### config.mk
export PLATFORM = sky130hd
export DESIGN_NAME = acc_alu
export DESIGN_NICKNAME = d
export VERILOG_FILES = /design/src/rtl/acc_alu_pkg.sv /design/src/rtl/acc_alu_arith.sv /design/src/rtl/acc_alu_shift.sv /design/src/rtl/acc_alu_lane.sv /design/src/rtl/acc_alu.sv
export SDC_FILE = /design/constraint.sdc
export NUM_CORES = 2
export LEC_CHECK = 0
export BUFFER_PORTS_ARGS = -buffer_cell sky130_fd_sc_hd__buf_2
export CAP_MARGIN = 20
export CORE_ASPECT_RATIO = 1.5
export CORE_UTILIZATION = 60
export DETAILED_ROUTE_END_ITERATION = 8
export GPL_ROUTABILITY_DRIVEN = 1
export PLACE_DENSITY = 0.81
export SYNTH_ARGS = -nofsm -noshare
export SYNTH_HDL_FRONTEND = slang
export SYNTH_SLANG_ARGS = --single-unit
### constraint.sdc
create_clock -name vclk -period 11.3
set_input_delay 1.695 -clock vclk [all_inputs]
set_output_delay 1.695 -clock vclk [all_outputs]
set_load 0.1 [all_outputs]
### src/rtl/acc_alu_pkg.sv
`timescale 1ns/1ps
package acc_alu_pkg;
  localparam int XLEN   = 32;
  localparam int LANE_W = 8;

  localparam logic [3:0] OPC_REG = 4'b0000;
  localparam logic [3:0] OPC_IMM = 4'b0001;

  typedef enum logic [3:0] {
    FN_ADD = 4'd0,  FN_SUB = 4'd1,  FN_MUL = 4'd2,  FN_NEG = 4'd3,
    FN_SHL = 4'd4,  FN_SHR = 4'd5,  FN_SAR = 4'd6,  FN_NOT = 4'd7,
    FN_AND = 4'd8,  FN_OR  = 4'd9,  FN_XOR = 4'd10, FN_ZEQ = 4'd11,
    FN_MOV = 4'd12, FN_SX0 = 4'd13, FN_SX1 = 4'd14, FN_SX2 = 4'd15
  } alu_fn_e;

  typedef enum logic [1:0] {
    SH_LEFT  = 2'b00,
    SH_RLOG  = 2'b01,
    SH_RARI  = 2'b10
  } shift_kind_e;

  function automatic logic imm_form_allowed(input alu_fn_e f);
    return (f inside {FN_ADD, FN_SUB, FN_MUL, FN_NEG, FN_SHL, FN_SHR,
                      FN_SAR, FN_AND, FN_OR, FN_XOR});
  endfunction

  function automatic logic [XLEN-1:0] twos_neg(input logic [XLEN-1:0] v);
    return (~v) + {{(XLEN-1){1'b0}}, 1'b1};
  endfunction

  function automatic logic [XLEN-1:0] zero_flag(input logic [XLEN-1:0] v);
    return {{(XLEN-1){1'b0}}, (v == '0)};
  endfunction
endpackage

### src/rtl/acc_alu_arith.sv
`timescale 1ns/1ps
module acc_alu_arith import acc_alu_pkg::*; #(
  parameter int W = XLEN
) (
  input  logic [W-1:0] a_i,
  input  logic [W-1:0] b_i,
  output logic [W-1:0] sum_o,
  output logic [W-1:0] diff_o,
  output logic [W-1:0] prod_o,
  output logic [W-1:0] neg_o
);
  assign sum_o  = a_i + b_i;
  assign diff_o = a_i - b_i;
  assign prod_o = a_i * b_i;
  assign neg_o  = twos_neg(b_i);
endmodule

### src/rtl/acc_alu_shift.sv
`timescale 1ns/1ps
module acc_alu_shift import acc_alu_pkg::*; #(
  parameter int W  = XLEN,
  localparam int SW = $clog2(W)
) (
  input  logic [W-1:0]  val_i,
  input  logic [SW-1:0] amt_i,
  input  shift_kind_e   kind_i,
  output logic [W-1:0]  out_o
);
  always_comb begin
    unique case (kind_i)
      SH_LEFT: out_o = val_i << amt_i;
      SH_RLOG: out_o = val_i >> amt_i;
      default: out_o = W'($signed(val_i) >>> amt_i);
    endcase
  end
endmodule

### src/rtl/acc_alu_lane.sv
`timescale 1ns/1ps
module acc_alu_lane import acc_alu_pkg::*; #(
  parameter int W   = XLEN,
  localparam int NL  = W / LANE_W,
  localparam int LIW = $clog2(NL)
) (
  input  logic [W-1:0]      dst_i,
  input  logic [W-1:0]      src_i,
  input  logic [LANE_W-1:0] imm_i,
  input  logic [LIW-1:0]    ins_lane_i,
  input  logic [LIW-1:0]    sx_lane_i,
  output logic [W-1:0]      ins_o,
  output logic [W-1:0]      sx_o
);
  logic [W-1:0] sx_cand [NL];

  for (genvar g = 0; g < NL; g++) begin : g_lane
    localparam int TOP = g * LANE_W + LANE_W - 1;
    assign ins_o[g*LANE_W +: LANE_W] =
      (ins_lane_i == LIW'(g)) ? imm_i : dst_i[g*LANE_W +: LANE_W];
    if (TOP == W - 1) begin : g_full
      assign sx_cand[g] = src_i;
    end else begin : g_ext
      assign sx_cand[g] = {{(W-1-TOP){src_i[TOP]}}, src_i[TOP:0]};
    end
  end

  assign sx_o = sx_cand[sx_lane_i];
endmodule

### src/rtl/acc_alu.sv
`timescale 1ns/1ps
module acc_alu import acc_alu_pkg::*; #(
  parameter int W = XLEN
) (
  input  logic [15:0]  instr_i,
  input  logic [W-1:0] rd_val_i,
  input  logic [W-1:0] rs_val_i,
  output logic [W-1:0] result_o,
  output logic         wr_en_o
);
  localparam int SW  = $clog2(W);
  localparam int LIW = $clog2(W / LANE_W);

  logic [3:0] opc;
  logic [3:0] rd_idx;
  logic [3:0] fld_b;
  alu_fn_e    fn;

  assign opc    = instr_i[15:12];
  assign rd_idx = instr_i[11:8];
  assign fld_b  = instr_i[7:4];
  assign fn     = alu_fn_e'(instr_i[3:0]);

  // named decode events, also observed by the checker
  logic is_reg_form, is_imm_form, is_lane_ins, fn_ok, op_legal, rd_is_zero;
  assign is_reg_form = (opc == OPC_REG);
  assign is_imm_form = (opc == OPC_IMM);
  assign is_lane_ins = (opc[3:2] == 2'b11);
  assign fn_ok       = is_reg_form | (is_imm_form & imm_form_allowed(fn));
  assign op_legal    = fn_ok | is_lane_ins;
  assign rd_is_zero  = (rd_idx == 4'd0);

  logic [W-1:0] op_b;
  assign op_b = is_reg_form ? rs_val_i : {{(W-4){1'b0}}, fld_b};

  logic [W-1:0] sum_w, diff_w, prod_w, neg_w, shift_w, ins_w, sx_w;
  logic [LIW-1:0] sx_lane;
  assign sx_lane = LIW'(instr_i[1:0] - 2'd1);

  acc_alu_arith #(.W(W)) u_arith (
    .a_i(rd_val_i), .b_i(op_b),
    .sum_o(sum_w), .diff_o(diff_w), .prod_o(prod_w), .neg_o(neg_w)
  );

  acc_alu_shift #(.W(W)) u_shift (
    .val_i(rd_val_i), .amt_i(op_b[SW-1:0]),
    .kind_i(shift_kind_e'(instr_i[1:0])), .out_o(shift_w)
  );

  acc_alu_lane #(.W(W)) u_lane (
    .dst_i(rd_val_i), .src_i(op_b), .imm_i(instr_i[7:0]),
    .ins_lane_i(LIW'(opc[1:0])), .sx_lane_i(sx_lane),
    .ins_o(ins_w), .sx_o(sx_w)
  );

  logic [W-1:0] raw_res;
  always_comb begin
    if (is_lane_ins) begin
      raw_res = ins_w;
    end else begin
      unique case (fn)
        FN_ADD:                 raw_res = sum_w;
        FN_SUB:                 raw_res = diff_w;
        FN_MUL:                 raw_res = prod_w;
        FN_NEG:                 raw_res = neg_w;
        FN_SHL, FN_SHR, FN_SAR: raw_res = shift_w;
        FN_NOT:                 raw_res = ~op_b;
        FN_AND:                 raw_res = rd_val_i & op_b;
        FN_OR:                  raw_res = rd_val_i | op_b;
        FN_XOR:                 raw_res = rd_val_i ^ op_b;
        FN_ZEQ:                 raw_res = zero_flag(op_b);
        FN_MOV:                 raw_res = op_b;
        default:                raw_res = sx_w;
      endcase
    end
  end

  assign wr_en_o  = op_legal & ~rd_is_zero;
  assign result_o = wr_en_o ? raw_res : '0;
endmodule

==> results.yml, run 1 <==
outcome:
  status: "stopped before the end"
  lastStage: "global routing"
  error: "[ERROR GRT-0116] Global routing finished with congestion. Check the congestion regions in the DRC Viewer."
global_routing:
  grt_pass1_vias: 34000
  grt_max_degree: 51
  grt_pass1_wl_mm: 238
  grtUsageTotal_pct: 75.6
  grt_overflow: 190
yosys:
  netlist_instances: 3321
  ys_seq_area_share_pct: 0
  netlist_area_um2: 25700
  syn_avg_cell_area_um2: 7.73
  synth_nets: 4035
  ys_types: 97
  yosys_warnings: 0
placement:
  port_buffers: 113
  dpl.hpwl_mm: 109
  place.gp.congestion: 1.23
floorplan:
  die_w_um: 171
  io_pins: 113
  initial_core_util_pct: 61.0
  chipHeight_um: 255
  rows: 92
cts:
  postCtsHoldBufs: 0
cells by family after synthesis:
| kind of cell | after synthesis | synth area share, % |
|---|---|---|
| buf+inv | 692 | 10.6 |
| compound gates | 640 | 16.8 |
| mux | 155 | 6.69 |
| simple gates | 1067 | 17.8 |
| xor+xnor | 133 | 5.18 |
| fa+ha+maj | 634 | 42.8 |
metrics by stage:
step	hold WS (ns)	setup slack [ns]	util [%]	area [um2]	cells
after floorplan	3.82	-0.556	-	26100	3321
after CTS	4.14	-0.104	70.1	29600	4107
after detailed placement	4.13	-0.568	68.8	29000	4091
after global placement	4.11	-0.191	68.8	29000	4091
synth_stat cells, types with 43 or more instances:
library cell	count	share of area, %
a211oi_1	47	1.4
a21oi_1	126	2.5
clkbuf_1	160	2.3
fa_1	409	32
ha_1	225	11
inv_1	437	6.4
mux2i_1	126	4.9
nand2_1	333	4.9
nand3_1	54	1.1
nor2_1	487	7.1
nor3_1	43	0.84
o211ai_1	47	1.4
o21ai_0	144	2.8
xnor2_1	95	3.2
layer usage:
layer | GRT overflow | track usage, %
met4 | 79 | 74.9
met2 | 111 | 92.5
met3 | 0 | 58.8
met5 | 0 | 16.7
met1 | 0 | 76.9
repair_timing:
| action | in CTS |
|---|---|
| setup buffers | 15 |
| gates resized for setup | 127 |
| pin swaps | 40 |
| setup endpoints to repair | 12 |
| gates cloned | 1 |
==> inputs of run 2 (changes only) <==
- CORE_ASPECT_RATIO: 1.5 -> default
- CORE_UTILIZATION: 60 -> 40
- PLACE_DENSITY: 0.81 -> default
- PLACE_DENSITY_LB_ADDON: default -> 0.15
- clock period: 11.3 -> 14.7 ns (I/O delays scaled with it)
==> run 2 against run 1 <==
Against the previous run:
- the flow now finishes without violations
- area after synthesis stayed put
- synthesized cell count did not move
==> results.yml, run 2 <==
yosys:
  synth_nets: 4035
  synth_xor_xnor_area_share_pct: 5.18
  yosys_warnings: 0
  yosysMostFrequentCell: "nor2_1"
  netlist_instances: 3321
  synth_compound_area_share_pct: 16.8
  yosys.area.top_type: "fa_1"
  ys_top_cells_by_area: "fa_1, ha_1, nor2_1"
  synthAdderAreaFrac_pct: 42.8
  netlist_area_um2: 25700
  yosys.area_share.simple_pct: 17.8
  synthMuxAreaShare_pct: 6.69
  ys_types: 97
  synth_top_area_share_pct: 31.9
  synth_top_family_by_area: "adder cells"
  syn_avg_cell_area_um2: 7.73
  ys_seq_area_share_pct: 0
  synth.cells.most_frequent: "nor2_1, inv_1, fa_1"
global_routing:
  antenna_found_initial: 4
  grt_overflow: 0
  grtUsageTotal_pct: 43.2
  grt_max_degree: 51
  grt_pass1_vias: 26900
  grt_pass1_wl_mm: 202
final_layout:
  final_nets: 4042
  syn2layout_area_growth_pct: 6.78
  final_cell_mix: "nor2_1, inv_1, fa_1, nand2_1, ha_1"
  multi_input_area_um2: 23000
  drive_above_1_share_pct: 9.32
  area.sequential_um2: 0
  fillers: 6552
  nClkBuffers: 0
  layout_commonest_cell: "nor2_1"
  design.seq.count: 0
sta:
  fmax_mhz: 70.4
  fin_crit_sh_pct: 96.6
  finalSetupViolCount: 0
  setup-tns-final_ns: 0
  worst_pin_slew_ns: 1.20
  final_max_slew_viol_count: 0
  rsz0062_at_grt: "false"
  hold_viol_final: 0
  fin_crit_ns: 14.21
  relSlewSlack_pct: 19.9
outcome:
  status: "finished clean"
floorplan:
  io_pins: 113
  core_um2: 63300
  rows: 92
  chipHeight_um: 255
  die_w_um: 255
  dieArea_um2: 65200
  initial_core_util_pct: 40.6
routing:
  dr_total_vias: 27000
  drt-initial-drc-count: 3445
  drc: 0
  maxUsedRoutingLayer: "met5"
  via_per_inst: 6.48
  m1WireLength_mm: 57.5
  dr_wl_met2_mm: 57.5
  met3_length_mm: 17.9
  wire_per_inst_um: 34.2
  first_pass_iters: 6
  ant_nets: 0
  wl_mm: 143
cts:
  postCtsSetupBuffers: 0
  postCtsHoldBufs: 0
  post_cts_resize_count: 0
placement:
  place.gp.congestion: 1.09
  port_buffers: 113
  dpl.hpwl_mm: 110
critical_path:
  path_class: "input pin to output port"
  critPathMaxFanout: 29
  critical_path_arrival_ns: 12.00
  required_ns: 12.49
  crit_path_end_kind: "output port"
  crit_path_start_kind: "input pin"
job:
  max_cap_violations: 0
worst_hold_path:
  hp-class: "input pin to output port"
-- run 2: cell counts after synthesis --
Identical to the previous run, type by type.
-- run 2: kinds of logic after synthesis --
kind of cell	after synthesis
compound gates	640
buf+inv	692
simple gates	1067
xor+xnor	133
mux	155
fa+ha+maj	634
-- run 2: final cells by class --
type,instances,share of cell area (%)
Timing Repair Buffer,239,6.02
Antenna cell,3,0.0274
Inverter,458,6.28
Tap cell,846,3.86
Multi-Input combinational cell,2629,83.8
-- run 2: final timing paths --
path | to | from | cells past startpoint | slack, ns
hold / removal | result_o[29] | instr_i[5] | 4 | 5.16
setup / recovery | result_o[28] | instr_i[13] | 27 | 0.49
-- run 2: per-stage QoR --
stage          utilization [%]  hold WS (ns)  instances  cell area (um2)  worst slack, ns
2_1_floorplan                -          4.90       3321            25700           0.0989
6_report                  43.3          5.16       4175            27400            0.494
3_5_place_dp              43.3          5.13       4171            27400            0.730
4_1_cts                   43.3          5.13       4171            27400            0.695
5_1_grt                   43.3          5.20       4172            27400            0.278
3_3_place_gp              43.3          5.15       4170            27400            0.969
-- run 2: critical path, stage by stage --
cell,delay [ns]
buf_2,0.18
nor4_4,0.73
buf_4,0.41
and2_1,0.41
inv_1,0.43
nor2_1,0.24
fa_1,0.47
fa_1,0.52
inv_1,0.05
fa_1,0.47
inv_1,0.05
fa_1,0.44
fa_1,0.49
fa_1,0.57
fa_1,0.43
fa_1,0.44
ha_1,0.37
nand2_1,0.09
o21ai_0,0.14
o41ai_1,0.52
or3b_2,0.53
o21ai_0,0.21
a2bb2oi_1,0.10
nor2_1,0.36
a2111oi_0,0.16
a2111oi_2,0.44
buf_2,0.51
-- run 2: routing by layer --
layer	GRT usage, %	up-vias
met5	1.90	-
met4	22.0	4
met3	13.6	424
met2	61.7	1975
met1	58.0	13600
li1	-	11000
